===== config.mk =====
export PLATFORM = sky130hd
export DESIGN_NAME = shadow_attr_decoder
export DESIGN_NICKNAME = d
export VERILOG_FILES = /design/src/rtl/shadow_attr_pkg.sv /design/src/rtl/shadow_attr_regs.sv /design/src/rtl/shadow_route_sel.sv /design/src/rtl/shadow_attr_decoder.sv
export SDC_FILE = /design/constraint.sdc
export NUM_CORES = 1
export LEC_CHECK = 0
export BUFFER_PORTS_ARGS = -buffer_cell sky130_fd_sc_hd__buf_4
export CORE_MARGIN = 2
export CORE_UTILIZATION = 39
export DETAILED_ROUTE_END_ITERATION = 10
export SLEW_MARGIN = 20
export SYNTH_ARGS = -nofsm -noshare
export SYNTH_HDL_FRONTEND = slang
export SYNTH_SLANG_ARGS = --single-unit

===== constraint.sdc =====
create_clock -name clk -period 2.9 [get_ports clk]
set_input_delay 0.58 -clock clk [delete_from_list [all_inputs] [get_ports clk]]
set_output_delay 0.58 -clock clk [all_outputs]
set_load 0.005 [all_outputs]

===== src/rtl/shadow_attr_pkg.sv =====
package shadow_attr_pkg;

    typedef logic [3:0] attr_nib_t;

    // bit 0 routes reads, bit 1 routes writes; 1 = internal DRAM
    function automatic logic attr_pick(attr_nib_t nib, logic is_wr);
        return is_wr ? nib[1] : nib[0];
    endfunction

endpackage


===== src/rtl/shadow_attr_regs.sv =====
module shadow_attr_regs
    import shadow_attr_pkg::*;
#(
    parameter logic [7:0] BASE_OFF = 8'h59,
    parameter int         OPT_SEGS = 12
) (
    input  logic                      clk,
    input  logic                      rst_n,
    input  logic                      wr_en,
    input  logic [7:0]                wr_addr,
    input  logic [7:0]                wr_data,
    input  logic [7:0]                rd_addr,
    output logic [7:0]                rd_data,
    output attr_nib_t                 bios_attr,
    output logic [OPT_SEGS-1:0][3:0]  opt_attr
);
    localparam int NUM_REGS = 1 + OPT_SEGS / 2;

    typedef struct packed {
        attr_nib_t               bios;
        logic [OPT_SEGS-1:0][3:0] opt;
    } attr_st_t;

    attr_st_t   st_d, st_q;
    logic [7:0] wr_rel, rd_rel;

    always_comb begin
        st_d   = st_q;
        wr_rel = wr_addr - BASE_OFF;
        if (wr_en) begin
            if (wr_rel == 8'd0)
                st_d.bios = wr_data[7:4];
            for (int k = 1; k < NUM_REGS; k++) begin
                if (wr_rel == 8'(k)) begin
                    st_d.opt[2*k-2] = wr_data[3:0];
                    st_d.opt[2*k-1] = wr_data[7:4];
                end
            end
        end
    end

    always_ff @(posedge clk or negedge rst_n) begin
        if (!rst_n) st_q <= '0;
        else        st_q <= st_d;
    end

    always_comb begin
        rd_rel  = rd_addr - BASE_OFF;
        rd_data = 8'h00;
        if (rd_rel == 8'd0)
            rd_data = {st_q.bios, 4'h0};
        for (int k = 1; k < NUM_REGS; k++) begin
            if (rd_rel == 8'(k))
                rd_data = {st_q.opt[2*k-1], st_q.opt[2*k-2]};
        end
    end

    assign bios_attr = st_q.bios;
    assign opt_attr  = st_q.opt;

    // registers come out of reset cleared
    a_r6_reset_clear: assert property (@(posedge clk) disable iff (!rst_n)
        $rose(rst_n) |-> (st_q == '0));

    // a write to an unmapped offset leaves stored state untouched
    a_r1_unmapped_ignored: assert property (@(posedge clk) disable iff (!rst_n)
        (wr_en && (wr_rel >= 8'(NUM_REGS))) |=> $stable(st_q));

endmodule


===== src/rtl/shadow_route_sel.sv =====
module shadow_route_sel
    import shadow_attr_pkg::*;
#(
    parameter int ADDR_W   = 20,
    parameter int OPT_SEGS = 12
) (
    input  logic                      acc_valid,
    input  logic                      acc_write,
    input  logic [ADDR_W-1:0]         acc_addr,
    input  attr_nib_t                 bios_attr,
    input  logic [OPT_SEGS-1:0][3:0]  opt_attr,
    output logic                      to_internal,
    output logic                      to_external
);
    // the upper quarter of the space is decoded, in 16 KB granules
    localparam int IDX_W   = 4;
    localparam int IDX_LSB = ADDR_W - 2 - IDX_W;

    logic             in_upper;
    logic [IDX_W-1:0] seg_idx;
    attr_nib_t        nib;
    logic             hit_int;

    always_comb begin
        in_upper = (acc_addr[ADDR_W-1 -: 2] == 2'b11);
        seg_idx  = acc_addr[IDX_LSB +: IDX_W];
        nib      = bios_attr;
        for (int s = 0; s < OPT_SEGS; s++) begin
            if (seg_idx == IDX_W'(s))
                nib = opt_attr[s];
        end
        hit_int     = attr_pick(nib, acc_write);
        to_internal = acc_valid && in_upper && hit_int;
        to_external = acc_valid && in_upper && !hit_int;
    end

endmodule


===== src/rtl/shadow_attr_decoder.sv =====
module shadow_attr_decoder
    import shadow_attr_pkg::*;
#(
    parameter int         ADDR_W   = 20,
    parameter int         OPT_SEGS = 12,
    parameter logic [7:0] BASE_OFF = 8'h59
) (
    input  logic              clk,
    input  logic              rst_n,
    input  logic              cfg_wr,
    input  logic [7:0]        cfg_addr,
    input  logic [7:0]        cfg_wdata,
    output logic [7:0]        cfg_rdata,
    input  logic              host_valid,
    input  logic              host_write,
    input  logic [ADDR_W-1:0] host_addr,
    output logic              route_internal,
    output logic              route_external,
    output logic              shadow_bios
);
    localparam logic [ADDR_W-1:0] DEC_START = {2'b11, {(ADDR_W-2){1'b0}}};

    attr_nib_t                bios_attr;
    logic [OPT_SEGS-1:0][3:0] opt_attr;

    shadow_attr_regs #(.BASE_OFF(BASE_OFF), .OPT_SEGS(OPT_SEGS)) u_regs (
        .clk       (clk),
        .rst_n     (rst_n),
        .wr_en     (cfg_wr),
        .wr_addr   (cfg_addr),
        .wr_data   (cfg_wdata),
        .rd_addr   (cfg_addr),
        .rd_data   (cfg_rdata),
        .bios_attr (bios_attr),
        .opt_attr  (opt_attr)
    );

    shadow_route_sel #(.ADDR_W(ADDR_W), .OPT_SEGS(OPT_SEGS)) u_sel (
        .acc_valid   (host_valid),
        .acc_write   (host_write),
        .acc_addr    (host_addr),
        .bios_attr   (bios_attr),
        .opt_attr    (opt_attr),
        .to_internal (route_internal),
        .to_external (route_external)
    );

    // shadow flag is bit 4 of the first register, i.e. the BIOS read bit
    assign shadow_bios = bios_attr[0];

    // the two routes never both assert
    a_r4_exclusive: assert property (@(posedge clk) disable iff (!rst_n)
        !(route_internal && route_external));

    // a decoded access always picks exactly one route
    a_r4_decoded_one: assert property (@(posedge clk) disable iff (!rst_n)
        (host_valid && host_addr >= DEC_START) |-> $onehot({route_internal, route_external}));

    // nothing routed below the window or without a valid access
    a_r7_outside_quiet: assert property (@(posedge clk) disable iff (!rst_n)
        (!host_valid || host_addr < DEC_START) |-> !(route_internal || route_external));

    // the BIOS register low nibble always reads as zero
    a_r2_low_zero: assert property (@(posedge clk) disable iff (!rst_n)
        (cfg_addr == BASE_OFF) |-> (cfg_rdata[3:0] == 4'h0));

    // a BIOS register write shows on the flag after the edge
    a_r8_flag_next: assert property (@(posedge clk) disable iff (!rst_n)
        (cfg_wr && cfg_addr == BASE_OFF) |=> (shadow_bios == $past(cfg_wdata[4])));

endmodule


### Word-level counts from Yosys, hierarchy flattened

Index checks and enable logic that the tools add are counted.

* add/sub/neg operators: 1
* multiplexer cells: 20
* equal/unequal tests: 18
* reductions and logical operators: 13

Operators by type and width (count)
* 8-bit two-way mux: 7
* 8-bit by 3-bit == test with 1-bit output (second input constant): 3
* 2-bit two-way mux: 12
* 4-bit by 3-bit == test with 1-bit output (second input constant): 4
* 4-bit == test (second input constant): 4
* 8-bit by 2-bit == test with 1-bit output (second input constant): 2
* 2-bit AND reduction: 7
* 4-bit by 2-bit == test with 1-bit output (second input constant): 2
* 8-bit by 1-bit == test with 1-bit output (second input constant): 1
* 8-bit zero test: 1
* 8-bit by 7-bit subtractor with 8-bit output (second input constant): 1
* 4-bit by 1-bit == test with 1-bit output (second input constant): 1
* 4-bit zero test: 1
* 1-bit logical AND: 3
* 2-bit == test (second input constant): 1
* 1-bit zero test: 1
* 1-bit two-way mux: 1

* flip-flop bits (word level): 52
* output and inout port bits: 11
* input port bits: 41
* logic and storage cells: 65

### Depth between registers and ports, before layout

Gate-level depths: netlist of the first run.

* depth in word-level cells: 16
* gate-level depth with buffers: 8
* gate-level depth less buffers: 6

### By module

Synthesis of the first run repeated with hierarchy kept, for this count alone.

* cells, all modules: 248
* area, all modules: 3007.9 um^2

By module, submodules not included
* shadow_attr_regs: seq. area each 1301.2 um^2, cells an instance 193, instances 1, area an instance 2603.7 um^2
* shadow_route_sel: seq. area each 0.0 um^2, cells an instance 55, instances 1, area an instance 404.1 um^2

### Worst setup path before layout of the first run

Ideal clock, no wire load.

* path kind: input-to-output
* start point: input port cfg_addr[2]
* end point: output port cfg_rdata[4]
* arrival: 2.048 ns
* cell stages on the path: 7
* buffers on the path: 1
* data required time: 2.320 ns
* slack: 0.272 ns
* path through: buf_4 -> o31ai_1 -> mux2_4 -> nor2_4 -> nand4_1 -> o22ai_1 -> nor2_1

* cells in the longest elaborated chain, start to end: 9
* elaborated cells on any way between the ends: 15
* those cells by class: add/sub: 1; eq/ne: 6; mux: 7; reduce/logical: 1

RTL lines
* start: declaration: line shadow_attr_decoder.sv:11 `input logic [7:0] cfg_addr,`
* 8-bit by 7-bit subtractor with 8-bit output *: line shadow_attr_regs.sv:48 `rd_rel = rd_addr - BASE_OFF;`
* 8-bit zero test: line shadow_attr_regs.sv:50 `if (rd_rel == 8'd0)`
* 8-bit two-way mux: line shadow_attr_regs.sv:50
* 8-bit two-way mux (5 in a row): line shadow_attr_regs.sv:53 `if (rd_rel == 8'(k))`
* 8-bit two-way mux *: line shadow_attr_regs.sv:53
* end: declaration: line shadow_attr_decoder.sv:13 `output logic [7:0] cfg_rdata,`

Every way passes the cells marked *; elsewhere a longest branch is shown, timed or not.

### Worst setup path after layout of the first run

* start point: input port cfg_addr[1]
* end point: output port cfg_rdata[0]

* cells in the longest elaborated chain, start to end: 8
* elaborated cells on any way between the ends: 13
* those cells by class: add/sub: 1; eq/ne: 6; mux: 6

RTL lines (line)
* 8-bit by 7-bit subtractor with 8-bit output *: shadow_attr_regs.sv:48
* 8-bit by 1-bit == test with 1-bit output: shadow_attr_regs.sv:53
* 8-bit two-way mux (5 in a row): shadow_attr_regs.sv:53
* 8-bit two-way mux *: shadow_attr_regs.sv:53

Marks and branches as above.

==> flow_summary.yaml, run 1 <==
finish:
  diodes: 0
  mostFrequentLayoutCell: "mux2_2"
  mostFrequentLayoutCells: "mux2_2 (58), dfrtp_1 (52), buf_4 (51)"
  nNetsFinal: 340
  final_util_pct: 47.6
  fill_cells: 696
  drive_above_1_share_pct: 42.0
  area_growth_pct: 19.9
  final_cell_count_no_fill: 399
synth:
  synth-seq-cells: 52
  async_flop_share_pct: 100
  yosysWarnings: 0
  yosysSeqAreaShare_pct: 45.7
  syn-cell-area_um2: 2850
  synth.distinct_cells: 39
  syn-mean-instance-area_um2: 11.3
  synth-edff-count: 0
  syn-instance-count: 252
  synth_ff_type: "dfrtp_1"
  synth_fp_nets: 293
setup_path:
  worst_r2r_startpoint: "u_regs.opt_attr[24]"
  crit_type: "input pin to primary output"
  required_ps: 2320
  worst_path_largest_cell_delay_ps: 360
  cp_cell_sequence: "buf_4 -> o31ai_1 -> mux2_4 -> nor2_4 -> buf_4 -> and4_4 -> a21oi_1 -> nand2_1 -> buf_4"
  path_common_cell: "buf_4"
  crit_path_end_kind: "primary output"
  r2r_end: "u_regs.opt_attr[24]"
  slowest_stage: "mux2_4"
  arrival_ps: 2160
  rr_worst_depth: 1
  cp_max_fo: 6
  startpoint_type: "input pin"
  r2r_slack_ps: 2080
sta:
  worst_pin_slew_ps: 653
  rsz0062_at_grt: "no"
  fin_setup_tns_ps: 0
  slew_headroom_pct: 56.5
  period_needed_ps: 2740
  fin_crit_sh_pct: 94.6
  max_freq_mhz: 364
  slew_viol_final: 0
  hold_viol_final: 0
  setup_ws_ps: 155
  finalClockSkew_ps: 0
  setup_viol: 0
clocking:
  path_clk_slew_ps: 90
  hold_buffers: 0
  post_cts_buffers: 0
  htreeDepth: 2
  clock_path_buffers: 2
  cts-resized-gates: 0
  root_buffer: "clkbuf_8"
  insertion_delay_ps: 300
  cts_buffers: 5
  cts_tree: "yes"
  clock-sinks: 52
power_and_ir_drop:
  p_leak_nw: 1.61
  pwr-share-clk_pct: 33.4
  internal_power_mw: 1.11
  switching_share_pct: 23.9
  total_power_mw: 1.46
  combPwrFrac_pct: 12.6
  peakVddDrop_mv: 0.247
  power_frac_seq_pct: 54.0
  power_density_nw_per_um2: 427
  p_sw_uw: 348
global_route:
  grt_overflow_total: 0
  antenna_found_initial: 0
  grt_max_degree: 53
  first_global_vias: 2160
  grt_pass1_wl_um: 11400
  groute.usage.overall_pct: 19.1
route:
  drt_iter0_markers: 135
  drt_pass1_iterations: 4
  vias_per_cell: 5.48
  routedWlPerCell_um: 17.7
  antenna_left: 0
  vias: 2187
  wl_um: 7080
  drc: 0
placement:
  hpwl_um: 5010
  place_inst: 391
  port_buffers: 37
  place_congestion: 0.776
  place_ws_ps: 119
job:
  maxCapViolations: 0
floorplan:
  dieArea_um2: 8000
  start_util_pct: 39.7
  chipWidth_um: 89.4
  core_um2: 7180
  fp-row-count: 31
  die_y_um: 89.4
  io-pin-count: 52
status:
  status: "completed"
min_path:
  hp-class: "input pin to async pin"
## power groups by stage
stage	Combinational [mW]	Sequential [mW]	Clock, mW
floorplan	0.105	0.791	0
CTS	0.186	0.786	0.504
global placement	0.182	0.799	0
global route	0.204	0.791	0.529
finish	0.183	0.787	0.485
detailed placement	0.185	0.801	0
## registers in the layout, indices dropped and copies added, names as in the netlist
signal and count:
u_regs.opt_attr 48, u_regs.bios_attr 4
## worst max path at each step
stage,from,end,slack [ps],cells past startpoint
2_1_floorplan,cfg_addr[2],cfg_rdata[4],270,7
3_3_place_gp,cfg_addr[1],cfg_rdata[4],150,9
3_5_place_dp,host_addr[15],route_external,120,7
4_1_cts,host_addr[15],route_external,120,7
5_1_grt,host_addr[15],route_external,10,7
6_report,cfg_addr[1],cfg_rdata[0],160,9
## critical path, delay by kind of cell
kind                   cells  cell delay, ps
AOI/OAI and AO/OA          2             360
buffers and inverters      3             380
muxes                      1             360
and+or+nand+nor            3             470
## cell type report
| class | instances | area, um2 | share of cell area [%] |
|---|---|---|---|
| Sequential cell | 52 | 1300 | 38.1 |
| Tap cell | 99 | 124 | 3.63 |
| Clock inverter | 2 | 35.0 | 1.03 |
| Inverter | 3 | 11.3 | 0.330 |
| Multi-Input combinational cell | 186 | 1490 | 43.5 |
| Clock buffer | 6 | 72.6 | 2.13 |
| Timing Repair Buffer | 51 | 383 | 11.2 |
## cell families after synthesis
| logic type | after synthesis | share of synthesized area, % |
|---|---|---|
| buf+inv | 14 | 2.11 |
| simple gates | 63 | 12.4 |
| compound gates | 57 | 13.4 |
| mux | 66 | 26.4 |
| flops | 52 | 45.7 |
## layer usage
metal / part of all wire, % / vias up / track usage (%) / wire, um
li1: - / 1034 / - / -
met1: 47 / 1096 / 26.6 / 3330
met2: 48 / 51 / 30.9 / 3380
met3: 4.4 / 6 / 3.69 / 309
met4: 0.88 / 0 / 4.75 / 62
met5: 0 / - / 0 / 0
## cells in the mapped netlist (2+ instances only)
cell type / count / area, um2
buf_2: 3 / 15.0
o31ai_1: 2 / 15.0
mux2_2: 58 / 653
a21oi_1: 17 / 85.1
clkbuf_1: 7 / 26.3
nor2_1: 21 / 78.8
nand3b_1: 4 / 30.0
nand3_1: 2 / 10.0
o21ai_0: 7 / 35.0
nand2_1: 10 / 37.5
a221oi_1: 3 / 26.3
nand2_2: 2 / 12.5
a211oi_1: 4 / 30.0
o32ai_1: 3 / 26.3
dfrtp_1: 52 / 1300
nand2b_1: 5 / 31.3
nand4_1: 5 / 31.3
inv_1: 3 / 11.3
mux2i_1: 6 / 60.1
nor2b_1: 6 / 37.5
a22oi_1: 9 / 67.6
o22ai_1: 6 / 37.5
## stage by stage
step | instance area, um2 | hold slack (ps)
floorplan | 2850 | 284
global placement | 3300 | 484
detailed placement | 3300 | 491
CTS | 3410 | 318
global route | 3410 | 349
finish | 3410 | 291
No activity file was read; power rests on OpenSTA's default activity.
==> run 2, diff against run 1 <==
--- a/config.mk
+++ b/config.mk
@@ -9,6 +9,7 @@
 export CORE_MARGIN = 2
 export CORE_UTILIZATION = 39
 export DETAILED_ROUTE_END_ITERATION = 10
+export MAX_ROUTING_LAYER = met4
 export SLEW_MARGIN = 20
 export SYNTH_ARGS = -nofsm -noshare
 export SYNTH_HDL_FRONTEND = slang
==> run 2 against run 1 <==
Effect of this change:
- cell count stayed put
- setup slack better by 1.9 ps
- critical path depth unchanged
- die area did not move
- non-clock buffer count unchanged
- largest power group unchanged
- critical endpoint is now cfg_rdata[4]
==> flow_summary.yaml, run 2 (synthesis results as in run 1) <==
global_route:
  grt_pass1_wl_um: 11400
  grt_overflow_total: 0
  groute.usage.overall_pct: 19.7
  grt_max_degree: 53
  antenna_found_initial: 0
  first_global_vias: 2165
finish:
  fill_cells: 696
  mostFrequentLayoutCells: "mux2_2 (58), dfrtp_1 (52), buf_4 (51)"
  largest_reg_flops: 48
  nNetsFinal: 340
  regArea_um2: 1300
  diodes: 0
  multi_input_area_um2: 1490
  drive_above_1_share_pct: 42.0
  mostFrequentLayoutCell: "mux2_2"
  area_growth_pct: 19.9
  fin_area_um2: 3410
floorplan:
  core_um2: 7180
  fp-row-count: 31
  io-pin-count: 52
  die_y_um: 89.4
  start_util_pct: 39.7
  dieArea_um2: 8000
  chipWidth_um: 89.4
placement:
  placed_cell_area_um2: 3300
  port_buffers: 37
  place_congestion: 0.786
  hpwl_um: 5010
sta:
  fin_crit_sh_pct: 94.6
  fin_setup_tns_ps: 0
  worst_pin_slew_ps: 654
  finalClockSkew_ps: 0
  max_freq_mhz: 365
  slew_headroom_pct: 56.4
  hold_viol_final: 0
  slew_viol_final: 0
  period_needed_ps: 2740
  rsz0062_at_grt: "no"
  setup_viol: 0
route:
  vias: 2209
  routedWlPerCell_um: 17.8
  drt_pass1_iterations: 4
  wl_um: 7100
  antenna_left: 0
  vias_per_cell: 5.54
  drc: 0
  drt_iter0_markers: 163
setup_path:
  cp_max_fo: 10
  crit_path_end_kind: "primary output"
  startpoint_type: "input pin"
  required_ps: 2320
  crit_type: "input pin to primary output"
  arrival_ps: 2160
power_and_ir_drop:
  power_density_nw_per_um2: 428
  p_leak_nw: 1.61
  peakVddDrop_mv: 0.248
status:
  status: "completed"
clocking:
  cts_tree: "yes"
  root_buffer: "clkbuf_8"
  htreeDepth: 2
  post_cts_buffers: 0
  insertion_delay_ps: 310
  clock-sinks: 52
  path_clk_slew_ps: 90
  clock_path_buffers: 2
  cts_buffers: 5
min_path:
  hp-class: "input pin to async pin"
job:
  maxCapViolations: 0
==> run 2: cell counts in the layout (fill, tap and decap cells not counted) <==
No cell type changed its count.
==> run 2: layout make-up <==
| cell class | instances | share of cell area (%) |
|---|---|---|
| Multi-Input combinational cell | 186 | 43.5 |
| Sequential cell | 52 | 38.1 |
| Timing Repair Buffer | 51 | 11.2 |
| Tap cell | 99 | 3.63 |
| Clock buffer | 6 | 2.13 |
| Clock inverter | 2 | 1.03 |
| Inverter | 3 | 0.330 |
==> run 2: power breakdown <==
group | leakage [nW] | switching [mW] | internal, mW
registers | 0.717 | 0.0261 | 0.761
logic | 0.837 | 0.0926 | 0.0910
clock network | 0.0552 | 0.234 | 0.256
total | 1.61 | 0.353 | 1.11
==> run 2: layer usage <==
layer  global-route usage (%)  up-vias  part of all wire, %
met5                        -        -                    0
met4                     4.75        0                  1.1
met3                     3.42        8                  3.0
met2                     30.7       40                   48
met1                     27.0     1126                   48
li1                         -     1035                    -
==> run 2: critical path: stages <==
cell     delay [ps]
buf_4           110
o31ai_1         290
mux2_4          360
nor2_4          160
nand4_1         110
buf_4           200
o22ai_1         150
nor2_1           70
buf_4           130
==> run 2: stage by stage <==
step / cells / worst slack [ps] / utilization (%) / hold slack [ps] / total power [mW]
final: 399 / 157 / 47.6 / 285 / 1.46
after global routing: 399 / 14.3 / 47.6 / 352 / 1.52
after CTS: 399 / 121 / 47.5 / 318 / 1.48
after detailed placement: 391 / 119 / 46.0 / 491 / 0.986
after global placement: 391 / 148 / 46.0 / 484 / 0.981
after floorplan: 252 / 272 / - / 284 / 0.896
==> run 2: final timing paths <==
kind                                     start                   to  slack, ps  depth (start not counted)
min in group clk           u_regs.opt_attr[31]  u_regs.opt_attr[31]        510                          1
setup / recovery                   cfg_addr[1]         cfg_rdata[4]        160                          9
max in group asynchronous                rst_n   u_regs.opt_attr[4]       2170                          1
setup reg to reg           u_regs.opt_attr[24]  u_regs.opt_attr[24]       2080                          1
hold reg to reg            u_regs.opt_attr[31]  u_regs.opt_attr[31]        510                          1
hold / removal                           rst_n  u_regs.opt_attr[18]        280                          1
==> run 2: what timing repair did <==
action,4_1_cts,5_1_grt
hold buffers,0,0
endpoints found under the setup margin,0,1
resized for setup,0,1
==> run 3, diff against run 2 <==
--- a/config.mk
+++ b/config.mk
@@ -10,6 +10,7 @@
 export CORE_UTILIZATION = 39
 export DETAILED_ROUTE_END_ITERATION = 10
 export MAX_ROUTING_LAYER = met4
+export SETUP_SLACK_MARGIN = 0.5
 export SLEW_MARGIN = 20
 export SYNTH_ARGS = -nofsm -noshare
 export SYNTH_HDL_FRONTEND = slang
==> run 3 against run 2 <==
Effect of this change:
- worst hold slack gained 13 ps
- combinational power grew 9.8%
- die area is the same
- via count increased by 0.14%
- power decreased by 2.0%
- cell count up 2.3%
- cell area up 5.0%
- sequential cell count stayed put
- register-to-register slack worse by 90 ps
- clock power decreased by 9.6%
- critical endpoint unchanged
==> flow_summary.yaml, run 3 (synthesis results as in run 1) <==
power_and_ir_drop:
  power_density_nw_per_um2: 400
  p_leak_nw: 1.68
  peakVddDrop_mv: 0.216
global_route:
  groute.usage.overall_pct: 19.9
  first_global_vias: 2177
  grt_pass1_wl_um: 11600
  grt_overflow_total: 0
  grt_max_degree: 53
  antenna_found_initial: 0
sta:
  setup_viol: 0
  setup_ws_ps: 267
  hold_viol_final: 0
  hold_slack_ps: 298
  slew_viol_final: 0
  finalClockSkew_ps: 0
  fin_crit_sh_pct: 90.8
  worst_pin_slew_ps: 657
  period_needed_ps: 2630
  rsz0062_at_grt: "yes"
  slew_headroom_pct: 56.2
  fin_setup_tns_ps: 0
  max_freq_mhz: 380
clocking:
  root_buffer: "clkbuf_8"
  insertion_delay_ps: 310
  hold_buffers: 0
  path_clk_slew_ps: 100
  cts_buffers: 5
  htreeDepth: 2
  clock_path_buffers: 2
  cts_tree: "yes"
  clock-sinks: 52
setup_path:
  critPathCapture: "cfg_rdata[4]"
  worst_path_largest_cell_delay_ps: 350
  r2r_end: "u_regs.opt_attr[13]"
  arrival_ps: 2050
  r2r_slack_ps: 1990
  worst_r2r_startpoint: "u_regs.opt_attr[13]"
  cp_max_fo: 10
  slowest_stage: "mux2_4"
  rr_worst_depth: 2
  crit_type: "input pin to primary output"
  startpoint_type: "input pin"
  required_ps: 2320
  worst-path-buf-inv: 3
  crit_path_start: "cfg_addr[1]"
  cp.depth: 9
  crit_family: "buffers and inverters"
  crit_path_end_kind: "primary output"
  cp_cell_sequence: "buf_8 -> o31ai_4 -> mux2_4 -> nor2_4 -> nand4_1 -> buf_6 -> o22ai_1 -> nor2_1 -> buf_4"
route:
  antenna_left: 0
  wl_met2_um: 3430
  drc: 0
  vias_per_cell: 5.42
  drt_iter0_markers: 130
  drt_pass1_iterations: 4
  highest_layer: "met4"
  wl_met1_um: 3380
  wl_um: 7130
  vias: 2212
  routedWlPerCell_um: 17.5
  dr_wl_met3_um: 275
finish:
  mostFrequentLayoutCell: "mux2_2"
  drive_above_1_share_pct: 47.9
  area_growth_pct: 25.9
  mostFrequentLayoutCells: "mux2_2 (58), buf_4 (53), dfrtp_1 (52)"
  final_cell_count_no_fill: 408
  largest_reg_flops: 48
  nNetsFinal: 349
  diodes: 0
  final_util_pct: 49.9
placement:
  hpwl_um: 4910
  place_inst: 393
  place_ws_ps: 148
  place_congestion: 0.762
  port_buffers: 37
floorplan:
  dieArea_um2: 8000
  fp-row-count: 31
  die_y_um: 89.4
  chipWidth_um: 89.4
  core_um2: 7180
  io-pin-count: 52
  start_util_pct: 39.7
status:
  status: "completed"
job:
  maxCapViolations: 0
min_path:
  hp-class: "input pin to async pin"
[run 3: changes by cell type in the layout (fill, tap and decap cells not counted), sizes merged]
cell	previous run	this run
buf	51	60
bufinv	1	0
inv	3	4
[run 3: worst register-to-register path, stage by stage, from the launching register on]
cell     delay, ps
dfrtp_1        410
buf_4          140
mux2_2         250
[run 3: per-layer routing]
metal,vias to the layer above,GRT usage (%)
met4,0,6.38
met3,4,3.60
met2,38,30.4
met1,1110,26.8
met5,-,-
li1,1060,-
[run 3: report_power, final]
group	internal, mW	switching (mW)
sequential	0.761	0.0262
clock	0.196	0.247
combinational	0.101	0.100
[run 3: through the flow]
stage | cell area, um2 | total power, mW
2_1_floorplan | 2870 | 0.898
3_3_place_gp | 3330 | 0.983
3_5_place_dp | 3330 | 0.988
4_1_cts | 3530 | 1.44
5_1_grt | 3580 | 1.51
6_report | 3580 | 1.43
[run 3: final cells by class]
type                       instances  area (um2)
fill                             672        3590
multi-input combinational        186        1570
sequential                        52        1300
timing repair buffer              60         480
tap                               99         124
clock buffer                       6        82.6
clock inverter                     2        13.8
inverter                           3        11.3
[run 3: timing repair]
action,4_1_cts,5_1_grt
setup buffers,4,3
gates cloned,0,0
resized for setup,19,5
pin swaps,7,4
endpoints found under the hold margin,0,0
endpoints found under the setup margin,10,10
[run 3: how the worst min path moves through the flow]
stage                              from                   to  slack (ps)  depth (start not counted)
detailed placement  u_regs.opt_attr[30]  u_regs.opt_attr[30]         490                          1
global route                      rst_n  u_regs.opt_attr[42]         330                          1
CTS                               rst_n  u_regs.opt_attr[41]         310                          1
floorplan                         rst_n  u_regs.bios_attr[0]         280                          0
finish                            rst_n  u_regs.opt_attr[41]         300                          1
global placement    u_regs.opt_attr[30]  u_regs.opt_attr[30]         480                          1
